## src/rtl/fbd_pkg.sv

```systemverilog
package fbd_pkg;
  typedef enum logic [1:0] {
    WS_IDLE  = 2'd0,
    WS_FILL  = 2'd1,
    WS_BURST = 2'd2
  } wr_state_e;
endpackage

```

## src/rtl/fbd_stage_buf.sv

```systemverilog
module fbd_stage_buf #(
  parameter int DATA_W = 32,
  parameter int DEPTH  = 16,
  parameter int CNT_W  = $clog2(DEPTH + 1)
) (
  input  logic              clk,
  input  logic              rst_n,
  input  logic              push,
  input  logic [DATA_W-1:0] push_data,
  input  logic              pop,
  output logic [DATA_W-1:0] head,
  output logic [CNT_W-1:0]  count
);
  localparam int PTR_W = (DEPTH > 1) ? $clog2(DEPTH) : 1;

  logic [DATA_W-1:0] mem [DEPTH];
  logic [PTR_W-1:0]  wptr, rptr;

  function automatic logic [PTR_W-1:0] bump(input logic [PTR_W-1:0] p);
    return (p == PTR_W'(DEPTH - 1)) ? '0 : p + 1'b1;
  endfunction

  always_ff @(posedge clk) begin
    if (push) mem[wptr] <= push_data;
  end

  always_ff @(posedge clk) begin
    if (!rst_n) begin
      wptr  <= '0;
      rptr  <= '0;
      count <= '0;
    end else begin
      if (push) wptr <= bump(wptr);
      if (pop)  rptr <= bump(rptr);
      count <= count + CNT_W'(push) - CNT_W'(pop);
    end
  end

  assign head = mem[rptr];

  assert_no_overflow_R6: assert property (@(posedge clk) disable iff (!rst_n)
    push |-> (count < CNT_W'(DEPTH)) || pop);
  assert_no_underflow_R5: assert property (@(posedge clk) disable iff (!rst_n)
    pop |-> count != '0);
endmodule

```

## src/rtl/fbd_read_ctl.sv

```systemverilog
module fbd_read_ctl #(
  parameter int ADDR_W = 32,
  parameter int WCNT_W = 10,
  parameter int DEPTH  = 16,
  parameter int CNT_W  = $clog2(DEPTH + 1)
) (
  input  logic              clk,
  input  logic              rst_n,
  input  logic              go,
  input  logic [ADDR_W-1:0] src_addr,
  input  logic [WCNT_W-1:0] nwords,
  input  logic [CNT_W-1:0]  buf_count,
  input  logic              rd_waitrequest,
  input  logic              rd_readdatavalid,
  output logic              rd_read,
  output logic [ADDR_W-1:0] rd_address
);
  logic [WCNT_W-1:0] to_issue;
  logic [CNT_W-1:0]  in_flight;
  logic [CNT_W:0]    occupancy;
  logic              accept;

  assign occupancy = {1'b0, buf_count} + {1'b0, in_flight};
  assign rd_read   = (to_issue != '0) && (occupancy < (CNT_W + 1)'(DEPTH));
  assign accept    = rd_read && !rd_waitrequest;

  always_ff @(posedge clk) begin
    if (!rst_n) begin
      to_issue   <= '0;
      in_flight  <= '0;
      rd_address <= '0;
    end else begin
      if (go) begin
        to_issue   <= nwords;
        rd_address <= src_addr;
      end else if (accept) begin
        to_issue <= to_issue - 1'b1;
      end
      in_flight <= in_flight + CNT_W'(accept) - CNT_W'(rd_readdatavalid);
    end
  end

  assert_rd_hold_R4: assert property (@(posedge clk) disable iff (!rst_n)
    rd_read && rd_waitrequest |=> rd_read && $stable(rd_address));
  assert_rd_fixed_addr_R1: assert property (@(posedge clk) disable iff (!rst_n)
    rd_read && $past(rd_read) |-> rd_address == $past(rd_address));
  assert_rd_room_R6: assert property (@(posedge clk) disable iff (!rst_n)
    occupancy <= (CNT_W + 1)'(DEPTH));
endmodule

```

## src/rtl/fbd_write_ctl.sv

```systemverilog
module fbd_write_ctl
  import fbd_pkg::*;
#(
  parameter int ADDR_W    = 32,
  parameter int DATA_W    = 32,
  parameter int WCNT_W    = 10,
  parameter int MAX_BURST = 8,
  parameter int BC_W      = $clog2(MAX_BURST + 1),
  parameter int CNT_W     = 5
) (
  input  logic              clk,
  input  logic              rst_n,
  input  logic              go,
  input  logic [ADDR_W-1:0] dst_addr,
  input  logic [WCNT_W-1:0] nwords,
  input  logic [CNT_W-1:0]  buf_count,
  input  logic [DATA_W-1:0] buf_head,
  input  logic              wr_waitrequest,
  output logic              buf_pop,
  output logic              last_beat,
  output logic              wr_write,
  output logic [ADDR_W-1:0] wr_address,
  output logic [DATA_W-1:0] wr_writedata,
  output logic [BC_W-1:0]   wr_burstcount
);
  wr_state_e         state;
  logic [WCNT_W-1:0] remain;
  logic [BC_W-1:0]   beats_left;
  logic [BC_W-1:0]   next_len;
  logic              accept;

  assign next_len      = (remain < WCNT_W'(MAX_BURST)) ? BC_W'(remain) : BC_W'(MAX_BURST);
  assign wr_write      = (state == WS_BURST);
  assign accept        = wr_write && !wr_waitrequest;
  assign buf_pop       = accept;
  assign last_beat     = accept && (remain == WCNT_W'(1));
  assign wr_writedata  = buf_head;

  always_ff @(posedge clk) begin
    if (!rst_n) begin
      state         <= WS_IDLE;
      remain        <= '0;
      beats_left    <= '0;
      wr_address    <= '0;
      wr_burstcount <= '0;
    end else begin
      case (state)
        WS_IDLE: if (go) begin
          wr_address <= dst_addr;
          remain     <= nwords;
          state      <= WS_FILL;
        end
        WS_FILL: if (buf_count >= CNT_W'(next_len)) begin
          wr_burstcount <= next_len;
          beats_left    <= next_len;
          state         <= WS_BURST;
        end
        WS_BURST: if (accept) begin
          remain     <= remain - 1'b1;
          beats_left <= beats_left - 1'b1;
          if (beats_left == BC_W'(1)) begin
            wr_address <= wr_address + ADDR_W'({wr_burstcount, 2'b00});
            state      <= (remain == WCNT_W'(1)) ? WS_IDLE : WS_FILL;
          end
        end
        default: state <= WS_IDLE;
      endcase
    end
  end

  assert_wr_hold_R4: assert property (@(posedge clk) disable iff (!rst_n)
    wr_write && wr_waitrequest |=> wr_write && $stable(wr_address)
      && $stable(wr_burstcount) && $stable(wr_writedata));
  assert_wr_blen_R3: assert property (@(posedge clk) disable iff (!rst_n)
    wr_write |-> (wr_burstcount != '0) && (wr_burstcount <= BC_W'(MAX_BURST)));
  assert_wr_data_ready_R5: assert property (@(posedge clk) disable iff (!rst_n)
    wr_write |-> buf_count >= CNT_W'(beats_left));
endmodule

```

## src/rtl/fifo_burst_dma.sv

```systemverilog
module fifo_burst_dma #(
  parameter int ADDR_W      = 32,
  parameter int DATA_W      = 32,
  parameter int LEN_W       = 12,
  parameter int MAX_BURST   = 8,
  parameter int STAGE_DEPTH = 16,
  localparam int WCNT_W     = LEN_W - 2,
  localparam int CNT_W      = $clog2(STAGE_DEPTH + 1),
  localparam int BC_W       = $clog2(MAX_BURST + 1)
) (
  input  logic              clk,
  input  logic              rst_n,
  input  logic [ADDR_W-1:0] cmd_src_addr,
  input  logic [ADDR_W-1:0] cmd_dst_addr,
  input  logic [LEN_W-1:0]  cmd_len_bytes,
  input  logic              cmd_start,
  output logic              busy,
  output logic              done,
  output logic [ADDR_W-1:0] rd_address,
  output logic              rd_read,
  input  logic              rd_waitrequest,
  input  logic [DATA_W-1:0] rd_readdata,
  input  logic              rd_readdatavalid,
  output logic [ADDR_W-1:0] wr_address,
  output logic              wr_write,
  output logic [DATA_W-1:0] wr_writedata,
  output logic [BC_W-1:0]   wr_burstcount,
  input  logic              wr_waitrequest
);
  logic [WCNT_W-1:0] req_words;
  logic              take, go, last_beat, buf_pop;
  logic [CNT_W-1:0]  buf_count;
  logic [DATA_W-1:0] buf_head;
  logic              unused_len_lsbs;

  assign req_words       = cmd_len_bytes[LEN_W-1:2];
  assign unused_len_lsbs = ^cmd_len_bytes[1:0];
  assign take            = cmd_start && !busy;
  assign go              = take && (req_words != '0);

  always_ff @(posedge clk) begin
    if (!rst_n) begin
      busy <= 1'b0;
      done <= 1'b0;
    end else begin
      if (go)             busy <= 1'b1;
      else if (last_beat) busy <= 1'b0;
      done <= last_beat || (take && (req_words == '0));
    end
  end

  fbd_read_ctl #(.ADDR_W(ADDR_W), .WCNT_W(WCNT_W), .DEPTH(STAGE_DEPTH), .CNT_W(CNT_W)) u_rd (
    .clk(clk), .rst_n(rst_n), .go(go), .src_addr(cmd_src_addr), .nwords(req_words),
    .buf_count(buf_count), .rd_waitrequest(rd_waitrequest),
    .rd_readdatavalid(rd_readdatavalid), .rd_read(rd_read), .rd_address(rd_address));

  fbd_stage_buf #(.DATA_W(DATA_W), .DEPTH(STAGE_DEPTH), .CNT_W(CNT_W)) u_buf (
    .clk(clk), .rst_n(rst_n), .push(rd_readdatavalid), .push_data(rd_readdata),
    .pop(buf_pop), .head(buf_head), .count(buf_count));

  fbd_write_ctl #(.ADDR_W(ADDR_W), .DATA_W(DATA_W), .WCNT_W(WCNT_W),
                  .MAX_BURST(MAX_BURST), .BC_W(BC_W), .CNT_W(CNT_W)) u_wr (
    .clk(clk), .rst_n(rst_n), .go(go), .dst_addr(cmd_dst_addr), .nwords(req_words),
    .buf_count(buf_count), .buf_head(buf_head), .wr_waitrequest(wr_waitrequest),
    .buf_pop(buf_pop), .last_beat(last_beat), .wr_write(wr_write),
    .wr_address(wr_address), .wr_writedata(wr_writedata), .wr_burstcount(wr_burstcount));

  assert_done_pulse_R7: assert property (@(posedge clk) disable iff (!rst_n)
    done |=> !done);
  assert_done_idle_R7: assert property (@(posedge clk) disable iff (!rst_n)
    done |-> !busy);
  assert_idle_quiet_R8: assert property (@(posedge clk) disable iff (!rst_n)
    !busy |-> !wr_write);
endmodule

```

## config.mk

```make
export PLATFORM = sky130hd
export DESIGN_NAME = fifo_burst_dma
export DESIGN_NICKNAME = d
export VERILOG_FILES = /design/src/rtl/fbd_pkg.sv /design/src/rtl/fbd_stage_buf.sv /design/src/rtl/fbd_read_ctl.sv /design/src/rtl/fbd_write_ctl.sv /design/src/rtl/fifo_burst_dma.sv
export SDC_FILE = /design/constraint.sdc
export NUM_CORES = 1
export LEC_CHECK = 0
export ABC_AREA = 1
export BUFFER_PORTS_ARGS = -buffer_cell sky130_fd_sc_hd__buf_2
export CAP_MARGIN = 20
export CORE_MARGIN = 1.5
export CORE_UTILIZATION = 65
export DETAILED_ROUTE_END_ITERATION = 10
export HOLD_SLACK_MARGIN = 0.03
export PLACE_DENSITY_LB_ADDON = 0.25
export SETUP_SLACK_MARGIN = 0.05
export SYNTH_ARGS = -nofsm -noshare
export SYNTH_HDL_FRONTEND = slang
export SYNTH_SLANG_ARGS = --single-unit
```

## constraint.sdc

```tcl
create_clock -name clk -period 8.4 [get_ports clk]
set_input_delay 0.42 -clock clk [delete_from_list [all_inputs] [get_ports clk]]
set_output_delay 0.42 -clock clk [all_outputs]
set_load 0.1 [all_outputs]
```

==> flow_metrics.tcl, run 1 <==
set metrics [dict create \
    status "completed" \
    place_hpwl_mm 33.7 \
    ys_types 41 \
    ys_seq_area_frac 0.655 \
    crit_chain "buf_12 > buf_4 > mux2i_1 > o211ai_1 > nand3_1 > nand2_1 > buf_2" \
    clock_skew_ns 0.0177 \
    io_buffers 215 \
    grt_setup_unrepaired "no" \
    num_vias 18900 \
    layout_setup_ws_ns 4.35 \
    drc 0 \
    drt-total-wl_mm 62.7 \
    instances_no_fill 3161 \
    cts_buffers 61 \
    dp_slack_ns 4.89 \
    maxCapViolCount 0 \
    ys_top_cells_by_count "edfxtp_1 (512), nand2_1 (262), o21ai_0 (241), inv_1 (223), nor2_1 (213)" \
    grt_max_degree 211 \
    setup_viol 0 \
    ant_nets 0 \
    synth_nets 2541 \
    layout_min_cycle_time_ns 4.05 \
    wl_per_cell_um 19.8 \
    ctsHtreeMaxLevel 2 \
    numClockSinks 630 \
    synthCells 2392 \
    worst_slew_pin_slew_ns 1.09 \
    timing.fmax_mhz 247 \
    cts_max_path_buffers 3 \
    path_class "reg -> out" \
    die_width_um 207 \
    drv_slew 0 \
    ff2ff_path_depth 15 \
    drtPass1Iterations 6 \
    slew_headroom 0.273 \
    grt_pass1_vias 18610 \
    overflow 0 \
    synth_area_leaders "edfxtp_1 (57%), dfxtp_1 (8.7%), mux2i_1 (4.8%), o21ai_0 (4.5%), a21oi_1 (3.8%)" \
    leakagePower_nw 11.0 \
    synth_edf_count 512 \
    die_h_um 207 \
    ios 218 \
    cp_max_fo 82 \
    synth_top_area_frac 0.568 \
    finalSetupTns_ns 0 \
    design_area_sq_mm 0.0306 \
    cts_tree "done" \
    place_area_sq_mm 0.0285 \
    drive_gt1_frac 0.142 \
    r2r_start "u_buf.count[1]" \
    min_path_type "in -> reg" \
    slowest_delay_ns 0.77 \
    cts-root-buf "clkbuf_16" \
    core_area_sq_mm 0.0409 \
    place.gp.congestion 0.870 \
    grt_use_total 0.291 \
    yosys.area.top_type "edfxtp_1" \
    dieArea_sq_mm 0.0429 \
    required_ns 7.98 \
    whs_path_depth 3 \
    synthFlopType "edfxtp_1" \
    endpoint_kind "output pin" \
    yosysMostFrequentCell "edfxtp_1" \
    clk_pin_slew_ns 0.06 \
    synthArstFlopShare 0 \
    grt_first_pass_wirelength_mm 98.2 \
    place_inst 3036 \
    cp.arrival_ns 3.63 \
    rows 74 \
    finalHoldViolCount 0 \
    whs_endpoint "u_rd.rd_address[6]" \
    dr.first_iter.drc_count 1757 \
    fin_crit_sh 0.482 \
    netlist_area_sq_mm 0.0271 \
    r2r_slack_ns 5.40 \
    final_nets 2725 \
    antenna_found_initial 3 \
    hold_start "cmd_src_addr[6]" \
    start_util 0.661 \
    ys_ff_latch 630 \
    synth_area_per_cell_sq_um 11.3 \
    slowest_stage "buf_4" \
    start_kind "flip-flop" \
    vias_per_cell 5.98 \
    clk_latency_ns 0.63 \
    peakVddDrop_uv 370 \
    ys_warn_count 0 \
    cts_setup_buffers 0 \
    syn2layout_area_growth_pct 13.1 \
    power.density_mw_per_mm2 299 \
    rr_endpoint "u_rd.in_flight[4]" \
]
## layer usage
metal	part of all wire	up-vias	global-route usage
met5	0.00021	-	0
met3	0.087	146	0.0518
met2	0.49	892	0.491
met1	0.39	8999	0.383
met4	0.030	2	0.0982
li1	-	8861	-
## placed cells by master, fill, tap and decap left out, drive strengths merged, types with 3 or more instances in the layout
master,count
a211oi,4
a21oi,204
a31oi,3
buf,242
bufinv,6
clkbuf,83
clkinv,22
clkinvlp,3
dfxtp,118
dlygate4sd3,8
edfxtp,512
fa,3
ha,32
inv,228
mux2i,129
nand2,268
nand3,105
nand3b,8
nand4,13
nor2,218
nor3,11
o211ai,128
o21ai,254
or2,9
xor2,9
## registers in the layout (all words and copies together), names as in the netlist, named ones only
name                flops
done                    1
u_wr.wr_burstcount      4
u_wr.remain            10
u_buf.count             5
u_buf.mem             512
u_wr.state              2
u_wr.beats_left         4
u_rd.rd_address        32
u_wr.wr_address        32
u_buf.wptr              4
u_rd.to_issue          10
u_rd.in_flight          5
busy                    1
u_buf.rptr              4
## how the worst max path moves through the flow
stage                                  end  slack (ns)  cells past startpoint
after floorplan            u_buf.mem[7][0]        5.06                      3
after global placement     wr_writedata[8]        4.94                      6
after detailed placement  wr_writedata[19]        4.89                      6
after CTS                 wr_writedata[19]        4.21                      6
after global routing      wr_writedata[24]        4.08                      7
final                     wr_writedata[19]        4.35                      7
## critical path: cells and delay by family (launching register included)
kind | cells | cell delay, ns
buf+inv | 3 | 1.55
mux | 1 | 0.22
compound gates | 1 | 0.22
simple gates | 2 | 0.27
flops | 1 | 0.70
## through the flow
stage | hold slack [ns] | total power [mW] | util
6_report | 0.0611 | 9.15 | 0.748
5_1_grt | 0.0562 | 9.53 | 0.748
4_1_cts | 0.0312 | 9.16 | 0.747
3_5_place_dp | 0.439 | 6.48 | 0.697
3_3_place_gp | 0.430 | 6.39 | 0.697
2_1_floorplan | 0.463 | 5.98 | -
## final cells by class
class / instances / area (sq um)
fillers: 2665 / 10300
flip-flops and latches: 630 / 17700
clock inverters: 31 / 337
well taps: 532 / 666
diodes: 2 / 5.00
clock buffers: 83 / 1640
multi-input cells: 1405 / 7970
inverters: 228 / 861
repair buffers: 250 / 1380
## what timing repair did
item	4_1_cts	5_1_grt
hold endpoints to repair	8	0
gates resized for setup	0	0
hold buffers	8	0
## cell families (layout without fill, tap and decap cells)
family / after synthesis / count (layout) / synth area share
multiplexers: 129 / 129 / 0.0477
AO/OA/AOI/OAI: 597 / 597 / 0.123
flip-flops: 630 / 630 / 0.655
XOR/XNOR: 10 / 10 / 0.00324
buffers and inverters: 357 / 592 / 0.0545
adder cells (fa/ha/maj): 35 / 35 / 0.0170
other: 0 / 2 / 0
AND/OR/NAND/NOR: 634 / 634 / 0.0991
## report_power, final
| part | internal (mW) | switching, mW |
|---|---|---|
| sequential | 3.54 | 0.189 |
| clock | 1.55 | 1.14 |
| combinational | 0.665 | 2.06 |
| total | 5.76 | 3.39 |
No activity file was read; power rests on OpenSTA's default activity.
==> inputs of run 2 (changes only) <==
--- a/config.mk
+++ b/config.mk
@@ -9,7 +9,7 @@
 export BUFFER_PORTS_ARGS = -buffer_cell sky130_fd_sc_hd__buf_2
 export CAP_MARGIN = 20
 export CORE_MARGIN = 1.5
-export CORE_UTILIZATION = 65
+export CORE_UTILIZATION = 54
 export DETAILED_ROUTE_END_ITERATION = 10
 export HOLD_SLACK_MARGIN = 0.03
 export PLACE_DENSITY_LB_ADDON = 0.25
==> constraint.sdc (replaced) <==
create_clock -name clk -period 3.4 [get_ports clk]
set_input_delay 0.17 -clock clk [delete_from_list [all_inputs] [get_ports clk]]
set_output_delay 0.17 -clock clk [all_outputs]
set_load 0.1 [all_outputs]
==> run 2 against run 1 <==
  * Total power grew to 2.5 times the previous value
  * Combinational power rose to 2.5 times the previous value
  * Final area up 5.1%
  * Flip-flop and latch count is the same
  * Critical path depth is 1 lower
  * Die area is 20% higher
  * Sequential power up 150%
  * Via count grew 1.4%
  * Sequential share of layout area decreased by 2.8 points
  * Global-route usage down 3.5 points
==> flow_metrics.tcl, run 2 (synthesis gave the netlist of run 1 again) <==
set metrics [dict create \
    layout_setup_ws_ns 0.381 \
    dp_slack_ns 0.660 \
    drive_gt1_frac 0.142 \
    drtPass1Iterations 5 \
    grt_setup_unrepaired "no" \
    cp.arrival_ns 2.85 \
    dieArea_sq_mm 0.0515 \
    cts_max_path_buffers 3 \
    peakVddDrop_uv 960 \
    post-route-util 0.655 \
    timing.fmax_mhz 331 \
    maxCapViolCount 0 \
    num_vias 19159 \
    ctsHtreeMaxLevel 3 \
    fin_crit_sh 0.888 \
    slew_headroom 0.414 \
    required_ns 3.23 \
    ant_nets 0 \
    worst_slew_pin_slew_ns 0.879 \
    cp_max_fo 153 \
    regMostFlops "u_buf.mem" \
    top_regs "u_buf.mem x512, u_rd.rd_address x32, u_wr.wr_address x32" \
    cts_buffers 66 \
    min_path_type "in -> reg" \
    power.density_mw_per_mm2 725 \
    cts-root-buf "clkbuf_16" \
    clock_skew_ns 0.0224 \
    syn2layout_area_growth_pct 18.9 \
    start_util 0.551 \
    timing.hold.ws_ns 0.0653 \
    dr.first_iter.drc_count 1605 \
    endpoint_kind "output pin" \
    leakagePower_nw 11.6 \
    cts_tree "done" \
    clk_pin_slew_ns 0.06 \
    finalHoldViolCount 0 \
    most-common-layout-cells "edfxtp_1 (512), nand2_1 (262), o21ai_0 (241), inv_1 (222), buf_2 (215)" \
    drt-total-wl_mm 65.3 \
    drc 0 \
    core_area_sq_mm 0.0492 \
    start_kind "flip-flop" \
    status "completed" \
    die_width_um 227 \
    grt_use_total 0.256 \
    io_buffers 215 \
    setup_viol 0 \
    grt_max_degree 154 \
    grt_first_pass_wirelength_mm 101 \
    antenna_found_initial 2 \
    power_mw 23.3 \
    rows 81 \
    ios 218 \
    clk_latency_ns 0.59 \
    path_class "reg -> out" \
    place.gp.congestion 0.881 \
    drv_slew 0 \
    wl_per_cell_um 19.2 \
    vias_per_cell 5.63 \
    final_nets 2840 \
    final_common_cell "edfxtp_1" \
    overflow 0 \
    layout_min_cycle_time_ns 3.02 \
    die_h_um 227 \
    grt_pass1_vias 18624 \
    place_hpwl_mm 35.8 \
    largest_reg_flops 512 \
    numClockSinks 630 \
    finalSetupTns_ns 0 \
]
==> run 2: cell types whose count changed in the layout (fill, tap and decap cells not counted) <==
cell | previous run | this run
dlygate4sd3_1 | 8 | 108
buf_12 | 2 | 12
clkbuf_1 | 18 | 10
clkbuf_16 | 61 | 68
bufinv_16 | 6 | 10
clkbuf_8 | 3 | 0
clkinv_1 | 12 | 14
clkinvlp_4 | 2 | 0
clkbuf_2 | 1 | 0
clkinv_16 | 1 | 0
clkinv_4 | 0 | 1
clkinvlp_2 | 1 | 2
diode_2 | 2 | 1
==> run 2: through the flow <==
stage               std cells  area (sq um)
floorplan                2392         27100
detailed placement       3179         28900
global placement         3179         28900
global route             3401         32200
CTS                      3401         32200
finish                   3402         32200
==> run 2: layer usage <==
layer	wire length, um	track usage	up-vias
li1	-	-	9085
met1	27000	0.333	9252
met2	32400	0.438	693
met3	4320	0.0385	127
met4	1640	0.0884	2
met5	10	0	-
==> run 2: area by class of cell <==
cell class                      instances  area (sq um)
Antenna cell                            1          2.50
Clock inverter                         36           433
Timing Repair Buffer                  360          2580
Multi-Input combinational cell       1405          7970
Tap cell                              664           831
Sequential cell                       630         17700
Inverter                              228           861
Clock buffer                           78          1740
Fill cell                            3646         17000
==> run 2: where the power goes <==
| group | total (mW) | switching, mW | internal (mW) |
|---|---|---|---|
| combinational | 6.86 | 5.11 | 1.75 |
| sequential | 9.18 | 0.428 | 8.76 |
| clock | 7.27 | 2.87 | 4.40 |
==> run 2: repair_timing <==
| action | 4_1_cts | 5_1_grt |
|---|---|---|
| hold endpoints to repair | 596 | 0 |
| hold buffers | 108 | 0 |
| resized for setup | 0 | 0 |
| buffers inserted | 0 | 0 |
| setup endpoints to repair | 0 | 0 |
==> run 2: worst paths after layout <==
| check | startpoint | to | slack [ns] | cells after the start |
|---|---|---|---|---|
| worst min register to register | u_wr.wr_address[1] | u_wr.wr_address[1] | 0.45 | 2 |
| worst max register to register | u_wr.remain[4] | u_wr.beats_left[2] | 0.65 | 15 |
| worst max-delay path | flip-flop | wr_writedata[16] | 0.38 | 6 |
| worst min-delay path | wr_waitrequest | flip-flop | 0.07 | 4 |
==> run 2: critical path: stages (launching register included) <==
cell	delay [ns]
dfxtp_4	0.46
buf_12	0.51
mux2i_1	0.18
o211ai_1	0.23
nand3_1	0.17
nand2_1	0.12
buf_2	0.42
==> inputs of run 3 (changes only) <==
--- a/config.mk
+++ b/config.mk
@@ -9,7 +9,8 @@
 export BUFFER_PORTS_ARGS = -buffer_cell sky130_fd_sc_hd__buf_2
 export CAP_MARGIN = 20
 export CORE_MARGIN = 1.5
-export CORE_UTILIZATION = 54
+export CORE_UTILIZATION = 60
+export CTS_BUF_LIST = sky130_fd_sc_hd__clkbuf_16
 export DETAILED_ROUTE_END_ITERATION = 10
 export HOLD_SLACK_MARGIN = 0.03
 export PLACE_DENSITY_LB_ADDON = 0.25
==> constraint.sdc (replaced) <==
create_clock -name clk -period 2.99 [get_ports clk]
set_input_delay 0.1495 -clock clk [delete_from_list [all_inputs] [get_ports clk]]
set_output_delay 0.1495 -clock clk [all_outputs]
set_load 0.1 [all_outputs]
==> run 3 against run 2 <==
  * Count of clock-buffer cells in the layout decreased by 18
  * Cell count down 1.8%
  * Critical path type unchanged
  * Critical path depth is the same
  * Sequential share of layout area barely moved
  * Combinational power increased by 19%
  * Hold slack better by 0.016 ns
  * Critical endpoint is now wr_writedata[10]
  * First-iteration DRC count grew 8.2%
==> flow_metrics.tcl, run 3 (synthesis gave the netlist of run 1 again) <==
set metrics [dict create \
    drt-total-wl_mm 65.7 \
    most-common-layout-cells "edfxtp_1 (512), nand2_1 (261), o21ai_0 (241), inv_1 (234), a21oi_1 (204)" \
    grt_max_degree 129 \
    finalHoldViolCount 0 \
    place.gp.congestion 0.889 \
    syn2layout_area_growth_pct 19.0 \
    drive_gt1_frac 0.145 \
    place_hpwl_mm 35.5 \
    status "completed" \
    vias_per_cell 5.80 \
    worst-path-buf-inv 2 \
    core_area_sq_mm 0.0443 \
    io_buffers 215 \
    instances_no_fill 3340 \
    cp_top_family "buffers and inverters" \
    crit_cells 6 \
    clk_pin_slew_ns 0.06 \
    cpMostUsedCell "o211ai_1" \
    cts_max_path_buffers 3 \
    cts_tree "done" \
    cp_max_fo 28 \
    num_vias 19375 \
    post-route-util 0.727 \
    largest_reg_flops 512 \
    slowest_delay_ns 0.61 \
    layout_setup_ws_ns 0.185 \
    power_mw 25.9 \
    grt_setup_unrepaired "no" \
    top_regs "u_buf.mem x512, u_rd.rd_address x32, u_wr.wr_address x32" \
    dr.first_iter.drc_count 1736 \
    final_common_cell "edfxtp_1" \
    timing.fmax_mhz 357 \
    ios 218 \
    final_nets 2846 \
    leakagePower_nw 11.7 \
    r2r_slack_ns 0.33 \
    worst_slew_pin_slew_ns 0.695 \
    clk_latency_ns 0.63 \
    die_width_um 215 \
    numClockSinks 630 \
    ant_nets 0 \
    regMostFlops "u_buf.mem" \
    maxCapViolCount 0 \
    clock_skew_ns 0.0172 \
    slew_headroom 0.537 \
    wl_per_cell_um 19.7 \
    ctsHtreeMaxLevel 2 \
    rows 77 \
    peakVddDrop_uv 926 \
    overflow 0 \
    grt_use_total 0.281 \
    slowest_stage "dfxtp_4" \
    die_h_um 215 \
    layout_min_cycle_time_ns 2.80 \
    finalSetupTns_ns 0 \
    rr_endpoint "u_wr.beats_left[1]" \
    place_inst 3114 \
    setup_viol 0 \
    required_ns 2.84 \
    r2r_start "u_wr.remain[4]" \
    grt_pass1_vias 18669 \
    fillerInstances 2927 \
    cts-root-buf "clkbuf_16" \
    start_kind "flip-flop" \
    endpoint "wr_writedata[10]" \
    power.density_mw_per_mm2 803 \
    drc 0 \
    path_class "reg -> out" \
    grt_first_pass_wirelength_mm 102 \
    min_path_type "in -> reg" \
    antenna_found_initial 3 \
    endpoint_kind "output pin" \
    cts_buffers 59 \
    drv_slew 0 \
    ff2ff_path_depth 14 \
    fin_crit_sh 0.938 \
    dieArea_sq_mm 0.0464 \
    start_util 0.611 \
    drtPass1Iterations 8 \
    crit_chain "buf_4 > mux2i_1 > o211ai_1 > o211ai_1 > nand2_1 > buf_2" \
    cp.arrival_ns 2.66 \
    dp_slack_ns 0.255 \
]
## run 3: changes by cell type in the layout (fill, tap and decap cells not counted), moves of 7 or more
cell,before,now
buf_2,215,202
clkbuf_16,68,60
buf_12,12,31
clkinvlp_4,0,7
clkbuf_1,10,0
inv_1,222,234
## run 3: cell type report
class / instances / area (sq um) / share of cell area
Clock buffer: 60 / 1500 / 0.0466
Multi-Input combinational cell: 1405 / 7990 / 0.248
Clock inverter: 49 / 369 / 0.0115
Sequential cell: 630 / 17700 / 0.551
Antenna cell: 3 / 7.51 / 0.000233
Tap cell: 592 / 741 / 0.0230
Timing Repair Buffer: 373 / 2980 / 0.0924
Inverter: 228 / 861 / 0.0267
## run 3: what timing repair did
item | CTS | global route
endpoints found under the setup margin | 1 | 19
setup buffers | 0 | 1
resized for setup | 1 | 6
endpoints found under the hold margin | 607 | 0
hold buffers | 113 | 0
## run 3: per-layer routing
layer / routed length (um) / global-route usage / vias up
met5: 0 / 0 / -
met4: 1660 / 0.0846 / 0
met3: 5010 / 0.0420 / 133
met2: 32600 / 0.475 / 850
met1: 26400 / 0.378 / 9278
li1: - / - / 9114
## run 3: worst reg2reg max path, delay by kind of cell, from the launching register on
| family | cells | cell delay [ns] |
|---|---|---|
| buffers and inverters | 2 | 0.16 |
| adder cells (fa/ha/maj) | 1 | 0.31 |
| AO/OA/AOI/OAI | 1 | 0.13 |
| flip-flops | 1 | 0.35 |
| AND/OR/NAND/NOR | 10 | 1.62 |
## run 3: report_power, final
group          internal (mW)  leakage [nW]  total [mW]  switching, mW
clock                   4.00         0.947        7.22           3.22
combinational           2.22          5.12        8.19           5.97
sequential              9.95          5.60        10.5          0.502
## run 3: worst min path at each step
stage / start / endpoint / cells past startpoint
finish: rd_waitrequest / u_rd.to_issue[0] / 6
global route: rd_waitrequest / u_rd.to_issue[0] / 6
CTS: rd_waitrequest / u_rd.to_issue[0] / 6
detailed placement: cmd_src_addr[13] / u_rd.rd_address[13] / 3
global placement: cmd_src_addr[31] / u_rd.rd_address[31] / 3
floorplan: rd_readdatavalid / u_buf.wptr[0] / 1
## run 3: through the flow
| step | instance area, sq um | hold slack (ns) |
|---|---|---|
| 2_1_floorplan | 27100 | 0.245 |
| 3_3_place_gp | 29200 | 0.399 |
| 3_5_place_dp | 29200 | 0.408 |
| 4_1_cts | 32200 | 0.0347 |
| 5_1_grt | 32200 | 0.139 |
| 6_report | 32200 | 0.0813 |
